**src/rtl/pla_pkg.sv**
```systemverilog
`timescale 1ns/1ps
package pla_pkg;

    // Length of the serial map: AND plane followed by OR plane.
    function automatic int unsigned cfg_len(input int unsigned n_in,
                                            input int unsigned n_term,
                                            input int unsigned n_out);
        return n_term * 2 * n_in + n_out * n_term;
    endfunction

    // Position of a literal inside one term's selection field.
    function automatic int unsigned lit_pos(input int unsigned inp,
                                            input bit complemented);
        return 2 * inp + (complemented ? 1 : 0);
    endfunction

endpackage

```
**src/rtl/pla_cfg_loader.sv**
```systemverilog
`timescale 1ns/1ps
module pla_cfg_loader #(
    parameter int unsigned CFG_BITS = 66
) (
    input  logic                clk,
    input  logic                rst_n,
    input  logic                cfg_en,
    input  logic                cfg_bit,
    output logic [CFG_BITS-1:0] shadow,
    output logic                commit,
    output logic                busy,
    output logic                cfg_done
);
    localparam int unsigned CW = $clog2(CFG_BITS + 1);
    localparam logic [CW-1:0] LAST = CW'(CFG_BITS - 1);

    typedef struct packed {
        logic [CW-1:0]       cnt;
        logic [CFG_BITS-1:0] map;
        logic                en;
        logic                done;
    } ld_t;

    ld_t st_d, st_q;

    // Next-state: write the addressed bit, stop at the stream length.
    always_comb begin
        st_d      = st_q;
        st_d.en   = cfg_en;
        st_d.done = 1'b0;
        if (cfg_en) begin
            if (st_q.cnt <= LAST) begin
                st_d.map[st_q.cnt] = cfg_bit;
                st_d.done          = (st_q.cnt == LAST);
                st_d.cnt           = st_q.cnt + 1'b1;
            end
        end else begin
            st_d.cnt = '0;
        end
    end

    always_ff @(posedge clk) begin
        if (!rst_n) begin
            st_q <= '0;
        end else begin
            st_q <= st_d;
        end
    end

    assign shadow   = st_q.map;
    assign commit   = st_q.en & ~cfg_en;
    assign busy     = cfg_en | st_q.en;
    assign cfg_done = st_q.done;

endmodule

```
**src/rtl/pla_literal_gen.sv**
```systemverilog
`timescale 1ns/1ps
module pla_literal_gen #(
    parameter int unsigned N_IN = 4
) (
    input  logic [N_IN-1:0]   in_vec,
    output logic [2*N_IN-1:0] lits
);
    for (genvar i = 0; i < N_IN; i++) begin : g_lit
        assign lits[pla_pkg::lit_pos(i, 1'b0)] = in_vec[i];
        assign lits[pla_pkg::lit_pos(i, 1'b1)] = ~in_vec[i];
    end
endmodule

```
**src/rtl/pla_and_plane.sv**
```systemverilog
`timescale 1ns/1ps
module pla_and_plane #(
    parameter int unsigned N_IN   = 4,
    parameter int unsigned N_TERM = 6
) (
    input  logic [2*N_IN-1:0]        lits,
    input  logic [N_TERM*2*N_IN-1:0] sel,
    output logic [N_TERM-1:0]        terms
);
    localparam int unsigned LW = 2 * N_IN;

    // An unselected literal reads as 1, so an empty term is 1 and a
    // term holding x and ~x is 0 without any special case.
    for (genvar t = 0; t < N_TERM; t++) begin : g_term
        assign terms[t] = &(lits | ~sel[t*LW +: LW]);
    end
endmodule

```
**src/rtl/pla_or_plane.sv**
```systemverilog
`timescale 1ns/1ps
module pla_or_plane #(
    parameter int unsigned N_TERM = 6,
    parameter int unsigned N_OUT  = 3
) (
    input  logic [N_TERM-1:0]       terms,
    input  logic [N_OUT*N_TERM-1:0] sel,
    output logic [N_OUT-1:0]        sums
);
    for (genvar o = 0; o < N_OUT; o++) begin : g_sum
        assign sums[o] = |(terms & sel[o*N_TERM +: N_TERM]);
    end
endmodule

```
**src/rtl/pla_sop_array.sv**
```systemverilog
`timescale 1ns/1ps
module pla_sop_array #(
    parameter int unsigned N_IN   = 4,
    parameter int unsigned N_TERM = 6,
    parameter int unsigned N_OUT  = 3
) (
    input  logic             clk,
    input  logic             rst_n,
    input  logic             cfg_en,
    input  logic             cfg_bit,
    input  logic [N_IN-1:0]  in_vec,
    output logic [N_OUT-1:0] out_vec,
    output logic             cfg_done
);
    localparam int unsigned AND_BITS = N_TERM * 2 * N_IN;
    localparam int unsigned OR_BITS  = N_OUT * N_TERM;
    localparam int unsigned CFG_BITS = pla_pkg::cfg_len(N_IN, N_TERM, N_OUT);

    logic [CFG_BITS-1:0] shadow;
    logic                commit;
    logic                busy;
    logic [CFG_BITS-1:0] act_d, act_q;
    logic [2*N_IN-1:0]   lits;
    logic [N_TERM-1:0]   terms;
    logic [N_OUT-1:0]    sums;

    pla_cfg_loader #(.CFG_BITS(CFG_BITS)) u_loader (
        .clk      (clk),
        .rst_n    (rst_n),
        .cfg_en   (cfg_en),
        .cfg_bit  (cfg_bit),
        .shadow   (shadow),
        .commit   (commit),
        .busy     (busy),
        .cfg_done (cfg_done)
    );

    // Live map: takes the staged copy on the edge after cfg_en falls.
    always_comb begin
        act_d = act_q;
        if (commit) begin
            act_d = shadow;
        end
    end

    always_ff @(posedge clk) begin
        if (!rst_n) begin
            act_q <= '0;
        end else begin
            act_q <= act_d;
        end
    end

    pla_literal_gen #(.N_IN(N_IN)) u_lits (
        .in_vec (in_vec),
        .lits   (lits)
    );

    pla_and_plane #(.N_IN(N_IN), .N_TERM(N_TERM)) u_and (
        .lits  (lits),
        .sel   (act_q[AND_BITS-1:0]),
        .terms (terms)
    );

    pla_or_plane #(.N_TERM(N_TERM), .N_OUT(N_OUT)) u_or (
        .terms (terms),
        .sel   (act_q[AND_BITS +: OR_BITS]),
        .sums  (sums)
    );

    assign out_vec = busy ? '0 : sums;

endmodule

```
**config.mk**
```make
export PLATFORM = sky130hd
export DESIGN_NAME = pla_sop_array
export DESIGN_NICKNAME = d
export VERILOG_FILES = /design/src/rtl/pla_pkg.sv /design/src/rtl/pla_cfg_loader.sv /design/src/rtl/pla_literal_gen.sv /design/src/rtl/pla_and_plane.sv /design/src/rtl/pla_or_plane.sv /design/src/rtl/pla_sop_array.sv
export SDC_FILE = /design/constraint.sdc
export NUM_CORES = 1
export LEC_CHECK = 0
export ABC_AREA = 0
export BUFFER_PORTS_ARGS = -buffer_cell sky130_fd_sc_hd__buf_2
export CAP_MARGIN = 40
export CORE_ASPECT_RATIO = 0.6
export CORE_MARGIN = 2
export CORE_UTILIZATION = 36
export CTS_BUF_LIST = sky130_fd_sc_hd__clkbuf_2
export CTS_CLUSTER_DIAMETER = 100
export DETAILED_ROUTE_END_ITERATION = 8
export PLACE_DENSITY_LB_ADDON = 0.12
export SLEW_MARGIN = 30
export SYNTH_ARGS = -nofsm -noshare
export SYNTH_HDL_FRONTEND = slang
export SYNTH_SLANG_ARGS = --single-unit
```
**constraint.sdc**
```tcl
create_clock -name clk -period 1.55 [get_ports clk]
set_input_delay 0.31 -clock clk [delete_from_list [all_inputs] [get_ports clk]]
set_output_delay 0.31 -clock clk [all_outputs]
set_load 0.01 [all_outputs]
```
# Yosys cells after proc, flatten, opt, wreduce, memory -nomap -nowiden

Index checks and enable logic that the tools add are counted.

Logic and storage cells: 49
Input bits: 8
Register bits: 141
Output and inout port bits: 4

Magnitude comparators: 3
Eq/ne operators: 1
Reductions and logical operators: 13
Bitwise operators: 22
$add $sub $neg: 1
Multiplexer cells: 4

Operators by type and width:

| operator            | count |
|---|---|
| $bwmux 66           | 1 |
| $not 8->8           | 6 |
| $or 8x8->8          | 6 |
| $reduce_and 8->1    | 6 |
| $and 6x6->6         | 3 |
| $reduce_or 6->1     | 3 |
| $lt 7x8->1 const B  | 1 |
| $add 7x1->7 const B | 1 |
| $demux 1 s7         | 1 |
| $eq 7x7->1 const B  | 1 |
| $ge 7x1->1 const B  | 1 |
| $le 7x7->1 const B  | 1 |
| $not 1->1           | 5 |
| $reduce_and 2->1    | 2 |
| $mux 3              | 1 |
| $reduce_and 3->1    | 1 |
| $and 1x1->1         | 1 |
| $logic_and 1x1->1   | 1 |
| $mux 1              | 1 |
| $or 1x1->1          | 1 |

# Logic depth before layout (Yosys ltp)

Gate-level depths: netlist (run 1).

Depth after elaboration: 6
Gate-level depth with buffers: 7
Mapped depth without buffers: 6

# Modules after synthesis

Synthesis (run 1) repeated with hierarchy kept, for this count alone.

Cell total of the unflattened synthesis: 740
Area, all modules: 6802.8 µm²

Modules (own cells, without submodules):

| module          | cells each | area an instance (µm²) | seq. area each (µm²) | times used |
|---|---|---|---|---|
| pla_cfg_loader  | 426        | 3737.3                 | 1501.4               | 1 |
| pla_sop_array   | 216        | 2563.7                 | 1321.3               | 1 |
| pla_and_plane   | 78         | 374.1                  | 0.0                  | 1 |
| pla_or_plane    | 12         | 82.6                   | 0.0                  | 1 |
| pla_literal_gen | 8          | 45.0                   | 0.0                  | 1 |

# Worst setup path before layout (run 1)

OpenSTA, ideal clock, no wires.

Path type: input-to-output
Start point: in in_vec[1]
End point: out out_vec[0]
Path slack: -0.138 ns
Buffers on the path: 1
Required time: 1.240 ns
Cell stages on the path: 5
Arrival: 1.378 ns
Cells stage by stage: clkbuf_1 mux2i_1 and4_1 a22oi_1 a31oi_1

Cells in the longest elaborated chain, start to end: 6
Elaborated cells between the ends (all ways): 16
Those cells by class: mux: 1; bitwise: 8; reduce/logical: 7

RTL lines:

| what                | line                  | source |
|---|---|---|
| start, declared     | pla_sop_array.sv:11   | `input logic [N_IN-1:0] in_vec,` |
| $not 1->1           | pla_literal_gen.sv:10 | `assign lits[pla_pkg::lit_pos(i, 1'b1)] = ~in_vec[i];` |
| $or 8x8->8          | pla_and_plane.sv:15   | `assign terms[t] = &(lits \| ~sel[t*LW +: LW]);` |
| $reduce_and 8->1    | pla_and_plane.sv:15   |  |
| $and 6x6->6 (*)     | pla_or_plane.sv:11    | `assign sums[o] = \|(terms & sel[o*N_TERM +: N_TERM]);` |
| $reduce_or 6->1 (*) | pla_or_plane.sv:11    |  |
| $mux 3 (*)          | pla_sop_array.sv:71   | `assign out_vec = busy ? '0 : sums;` |
| end, declared       | pla_sop_array.sv:12   | `output logic [N_OUT-1:0] out_vec,` |

Mark *: on every way between the ends. The rest lies on a longest branch, timed or not.

# Worst setup path in the final report (run 1)

Start point: reg act_q[26]
End point: out out_vec[1]

Cells in the longest elaborated chain, start to end: 6

RTL lines:

| what                   | line                | source |
|---|---|---|
| start, declared        | pla_sop_array.sv:22 | `logic [CFG_BITS-1:0] act_d, act_q;` |
| start signal, assigned | pla_sop_array.sv:50 | `act_q <= act_d;` |
| $not 8->8              | pla_and_plane.sv:15 |  |
| $or 8x8->8             | pla_and_plane.sv:15 |  |
| $reduce_and 8->1       | pla_and_plane.sv:15 |  |
| $and 6x6->6            | pla_or_plane.sv:11  |  |
| $reduce_or 6->1        | pla_or_plane.sv:11  |  |
| $mux 3                 | pla_sop_array.sv:71 |  |

Every way passes these cells.

==> results of run 1 <==
## worst min-delay path, cell delays in order
cell and delay [ps]:
buf_2 160, nand2_1 220, a21oi_1 60
## timing repair
action                     CTS  global route
gates resized for setup     37            76
hold endpoints to repair    23             0
setup endpoints to repair   29            62
pin swaps                    9            16
buffers inserted             5             5
hold buffers                 2             0
## per-stage QoR
stage	power [mW]	util (%)	cell area [µm²]
after global placement	4.06	40.8	6980
after detailed placement	4.07	40.8	6980
final	6.45	44.8	7650
after CTS	6.44	43.4	7410
after global routing	6.66	44.8	7650
after floorplan	3.94	-	6280
## worst paths after layout
kind,startpoint,to,slack [ps],depth (start not counted)
setup reg to reg,u_loader.st_q[70],u_loader.shadow[58],-30,6
hold / removal,cfg_en,u_loader.st_q[70],40,3
hold reg to reg,u_loader.shadow[17],act_q[17],450,2
setup / recovery,act_q[26],out_vec[1],-800,5
## cell type report
type                       instances  share of cell area (%)
timing repair buffer              88                    10.8
sequential                       141                    37.3
tap                              234                    3.83
clock buffer                      18                    1.18
clock inverter                    14                    2.32
inverter                           6                   0.294
multi-input combinational        514                    44.2
## where the power goes
group | switching [mW] | internal, mW | leakage (nW)
Clock | 1.59 | 0.819 | 0.155
Combinational | 0.227 | 0.172 | 1.30
Sequential | 0.00575 | 3.64 | 1.15
Total | 1.82 | 4.63 | 2.60
## Yosys cell counts (all sizes together), types with 3 or more instances
| library cell | n | area [µm²] |
|---|---|---|
| nor2 | 9 | 33.8 |
| nor3b | 4 | 45.1 |
| nor3 | 8 | 45.0 |
| a21boi | 116 | 871 |
| buf | 25 | 143 |
| nand3 | 56 | 280 |
| a21oi | 3 | 15.0 |
| and3 | 3 | 18.8 |
| nor2b | 21 | 131 |
| a31oi | 3 | 18.8 |
| nor4 | 6 | 71.3 |
| nor4b | 3 | 56.3 |
| inv | 6 | 22.5 |
| nand2b | 4 | 25.0 |
| nand2 | 141 | 529 |
| mux2i | 41 | 410 |
| clkbuf | 31 | 116 |
| or2 | 4 | 25.0 |
| a22oi | 9 | 67.6 |
| o21ai | 51 | 255 |
| dfxtp | 141 | 2820 |
| nand3b | 5 | 37.5 |
| and4 | 6 | 52.6 |
| or3 | 4 | 25.0 |
## registers in the layout, summed over array words and instances, names as in the netlist
signal	count
u_loader.cfg_done	1
u_loader.shadow	66
u_loader.st_q	8
act_q	66
## metal layers
metal / up-vias / wire length, µm
met5: - / 0
met4: 0 / 233
met3: 19 / 1290
met2: 149 / 7390
met1: 2593 / 11200
li1: 2602 / -
## logic make-up after synthesis
| kind of cell | count (synthesis) |
|---|---|
| compound gates | 186 |
| xor+xnor | 2 |
| fa+ha+maj | 2 |
| buf+inv | 62 |
| flops | 141 |
| mux | 41 |
| simple gates | 283 |
==> impl_metrics.tcl, run 1 <==
set metrics [dict create \
    cp-start-kind "register" \
    clk_pin_slew_ps 250 \
    cts_tree "built" \
    setup_slack_ps -798 \
    path_max_fanout 3 \
    met2_usage_pct 28.6 \
    holdWs_ps 40.8 \
    max_stage_delay_ps 420 \
    final_common_cell "nand2_1" \
    synthMuxAreaShare_pct 6.55 \
    place.gp.congestion 0.816 \
    synth_compound_area_share_pct 20.1 \
    globalRouteOverflowTotal 0 \
    die-area_um2 18500 \
    diodes 0 \
    io_buffer_count 11 \
    seq_area_frac_synth_pct 45.0 \
    vias_per_cell 5.28 \
    syn_to_final_growth_pct 22.1 \
    numCtsBuffers 17 \
    crit_buf_inv 1 \
    clk_latency_ps 740 \
    regArea_um2 2860 \
    multiInputGateArea_um2 3380 \
    maxCapViolations 0 \
    worstMarginPinSlew_ps 453 \
    slew_headroom_pct 69.8 \
    layout_min_cycle_time_ps 2350 \
    nets 778 \
    yosys_warnings 0 \
    status "finished with violations" \
    setup_viol 4 \
    violations "setup timing" \
    drv_slew 0 \
    rsz0062_at_grt "yes" \
    synth_ff_type "dfxtp_1" \
    grt_antenna_before_repair 0 \
    critPathTopFamily "flip-flops" \
    place_hpwl_mm 14.6 \
    power.leakage_nw 2.60 \
    die_y_um 106 \
    routedWlPerCell_um 19.8 \
    required_ps 1240 \
    num_vias 5363 \
    synthArstFlopShare_pct 0 \
    busiest_layer "met1" \
    ctsRootBufferMaster "clkbuf_2" \
    grt_pass1_vias 5076 \
    rows 37 \
    power.ir.vdd_worst_mv 0.424 \
    timing.fmax_mhz 426 \
    wl_mm 20.1 \
    start_util_pct 36.7 \
    final_cell_mix "137 x nand2_1, 123 x dfxtp_1, 98 x a21boi_0" \
    powerDensity_nw_per_um2 843 \
    fin_worst_skew_ps 53.0 \
    synthCells 717 \
    synth_fa_ha_area_share_pct 0.399 \
    fp.dieW_um 174 \
    layout-drive-gt1-share_pct 23.7 \
    crit_type "register to output port" \
    grt_usage_pct 22.4 \
    cp_cell_sequence "mux2i_1 -> and4_4 -> a22oi_2 -> a31oi_1 -> buf_2" \
    grtUsageMet1_pct 36.4 \
    hold_viol_final 0 \
    slowest_stage "dfxtp_4" \
    synthXorXnorAreaFrac_pct 0.280 \
    synth_edf_count 0 \
    use_met3_pct 5.40 \
    fp.coreArea_um2 17100 \
    synth_top_family_by_area "simple AND/OR/NAND/NOR gates" \
    ys_ff_latch 141 \
    netlist_area_um2 6270 \
    dp.cells 972 \
    syn_nets 727 \
    htree_levels 4 \
    post-route-period-util_pct 151 \
    clk_path_buf_depth 2 \
    fillCellCount 1667 \
    first_iter_violations 556 \
    cp_data_arrival_time_ps 2040 \
    firstDrtPassIters 5 \
    grt_max_degree 94 \
    pre_cts_ws_ps -293 \
    synthSimpleGateAreaFrac_pct 23.1 \
    cts_sinks 141 \
    ios 12 \
    antenna_left 0 \
    grt_pass1_wl_mm 31.0 \
    critPathCaptureType "output port" \
    synthDistinctLibCells 46 \
    setup-tns-final_ps -2360 \
    hp-class "input port to register" \
    drc_errors 0 \
    fin_cells 1015 \
    syn_area_per_cell_um2 8.74 \
]
Power figures use the tool's default switching activity.
==> run 2, diff against run 1 <==
--- a/config.mk
+++ b/config.mk
@@ -14,7 +14,8 @@
 export CTS_BUF_LIST = sky130_fd_sc_hd__clkbuf_2
 export CTS_CLUSTER_DIAMETER = 100
 export DETAILED_ROUTE_END_ITERATION = 8
-export PLACE_DENSITY_LB_ADDON = 0.12
+export PLACE_DENSITY_LB_ADDON = 0.15
+export RECOVER_POWER = 50
 export SLEW_MARGIN = 30
 export SYNTH_ARGS = -nofsm -noshare
 export SYNTH_HDL_FRONTEND = slang
==> run 2 against run 1 <==
  * The run still ends with setup timing left
  * Maximum frequency is 2.9% higher
  * Routed wire length is 0.70% higher
  * Sequential share of layout area is 0.75 points higher
  * Cell area is 2.0% lower
  * Non-clock buffer count is 2 lower
  * Count of clock-buffer cells in the layout is 1 lower
  * Core utilization is 0.89 points lower
  * Critical path type unchanged
  * Critical endpoint unchanged
  * Highest routed layer unchanged
==> impl_metrics.tcl, run 2 (synthesis results as in run 1) <==
set metrics [dict create \
    timing.fmax_mhz 438 \
    clk_path_buf_depth 2 \
    numCtsBuffers 17 \
    path_max_fanout 3 \
    io_buffer_count 11 \
    grt_pass1_vias 5041 \
    power.leakage_nw 2.54 \
    powerDensity_nw_per_um2 810 \
    vias_per_cell 5.29 \
    ctsRootBufferMaster "clkbuf_2" \
    cts_sinks 141 \
    num_vias 5362 \
    min_from "cfg_en" \
    drv_slew 0 \
    grt_antenna_before_repair 1 \
    place_hpwl_mm 14.6 \
    firstDrtPassIters 8 \
    nets 776 \
    slew_headroom_pct 53.3 \
    ios 12 \
    grt_max_degree 67 \
    power.ir.vdd_worst_mv 0.379 \
    cp-start-kind "register" \
    rows 37 \
    cts_tree "built" \
    crit_type "register to output port" \
    htree_levels 4 \
    cp_data_arrival_time_ps 1970 \
    layout-drive-gt1-share_pct 24.0 \
    rsz0062_at_grt "yes" \
    clk_latency_ps 730 \
    drc_errors 0 \
    layout_min_cycle_time_ps 2280 \
    antenna_left 0 \
    setup-tns-final_ps -2190 \
    required_ps 1240 \
    critPathCaptureType "output port" \
    hold_viol_final 0 \
    hold_path_end "u_loader.st_q[70]" \
    rrSetupSlack_ps -10 \
    utilization_pct 43.9 \
    die-area_um2 18500 \
    die_y_um 106 \
    grt_usage_pct 22.3 \
    reg2reg_to "u_loader.shadow[2]" \
    wl_mm 20.3 \
    setup_slack_ps -732 \
    syn_to_final_growth_pct 19.7 \
    r2r_cells 5 \
    fp.dieW_um 174 \
    diodes 0 \
    hp-class "input port to register" \
    maxCapViolations 0 \
    start_util_pct 36.7 \
    final_cell_mix "137 x nand2_1, 123 x dfxtp_1, 102 x a21boi_0" \
    fp.coreArea_um2 17100 \
    final_common_cell "nand2_1" \
    routedWlPerCell_um 20.0 \
    first_iter_violations 461 \
    worstMarginPinSlew_ps 700 \
    clk_pin_slew_ps 270 \
    post-route-period-util_pct 147 \
    regToRegStartpoint "u_loader.st_q[69]" \
    fin_worst_skew_ps 47.1 \
    grt_pass1_wl_mm 30.6 \
    status "finished with violations" \
    place.gp.congestion 0.858 \
    holdPathStages 4 \
    violations "setup timing" \
    setup_viol 6 \
    globalRouteOverflowTotal 0 \
]
## run 2: changes by cell type in the layout (fill, tap and decap cells not counted), moves of 3 or more
cell | previous run | this run
buf_4 | 52 | 58
a21boi_1 | 18 | 13
buf_12 | 10 | 5
a21boi_0 | 98 | 102
a22oi_1 | 7 | 3
a22oi_2 | 2 | 6
and4_4 | 2 | 6
o21ai_0 | 36 | 40
o21ai_1 | 14 | 10
buf_6 | 11 | 8
## run 2: area by class of cell
type	instances	area [µm²]
Fill cell	1683	9580
Multi-Input combinational cell	514	3390
Sequential cell	141	2860
Timing Repair Buffer	86	729
Tap cell	234	293
Clock inverter	15	126
Clock buffer	17	85.1
Inverter	6	22.5
## run 2: through the flow
step | std cells | power [mW] | hold WS [ps] | instance area [µm²] | setup slack, ps
after floorplan | 717 | 3.94 | 437 | 6280 | 0.118
after global placement | 973 | 4.06 | 449 | 6950 | -201
after detailed placement | 973 | 4.07 | 454 | 6950 | -255
after CTS | 1007 | 6.08 | 171 | 7290 | -754
after global routing | 1013 | 6.29 | 172 | 7500 | -866
final | 1013 | 6.07 | 196 | 7500 | -732
## run 2: timing repair
action                                  4_1_cts  5_1_grt
endpoints found under the hold margin        18        0
endpoints found under the setup margin       40       69
setup buffers                                 0        9
pin swaps                                     5       20
gates resized for setup                      37       71
hold buffers                                  2        0
## run 2: worst max path at each step
stage,cells after the start,slack (ps),to,from
after floorplan,5,0.1,out_vec[0],in_vec[3]
after global placement,6,-200,out_vec[1],in_vec[2]
after detailed placement,7,-260,out_vec[2],in_vec[3]
after CTS,5,-750,out_vec[2],act_q[27]
after global routing,5,-870,out_vec[2],act_q[13]
final,5,-730,out_vec[1],act_q[30]
## run 2: worst max-delay path: stages (launching register included)
cell and delay [ps]:
dfxtp_2 390, mux2i_1 140, and4_4 280, a22oi_2 80, a31oi_1 190, buf_2 160
## run 2: where the power goes
group / internal, mW / switching, mW
Sequential: 3.64 / 0.00628
Clock: 0.470 / 1.58
Combinational: 0.160 / 0.220
Total: 4.27 / 1.81
## run 2: per-layer routing
layer / part of all wire, % / wire, µm / GRT usage (%) / vias up
met5: 0 / 0 / 0 / -
li1: - / - / - / 2599
met2: 38 / 7690 / 28.0 / 158
met1: 53 / 10800 / 36.8 / 2588
met4: 0.86 / 174 / 4.32 / 0
met3: 7.9 / 1600 / 5.26 / 17
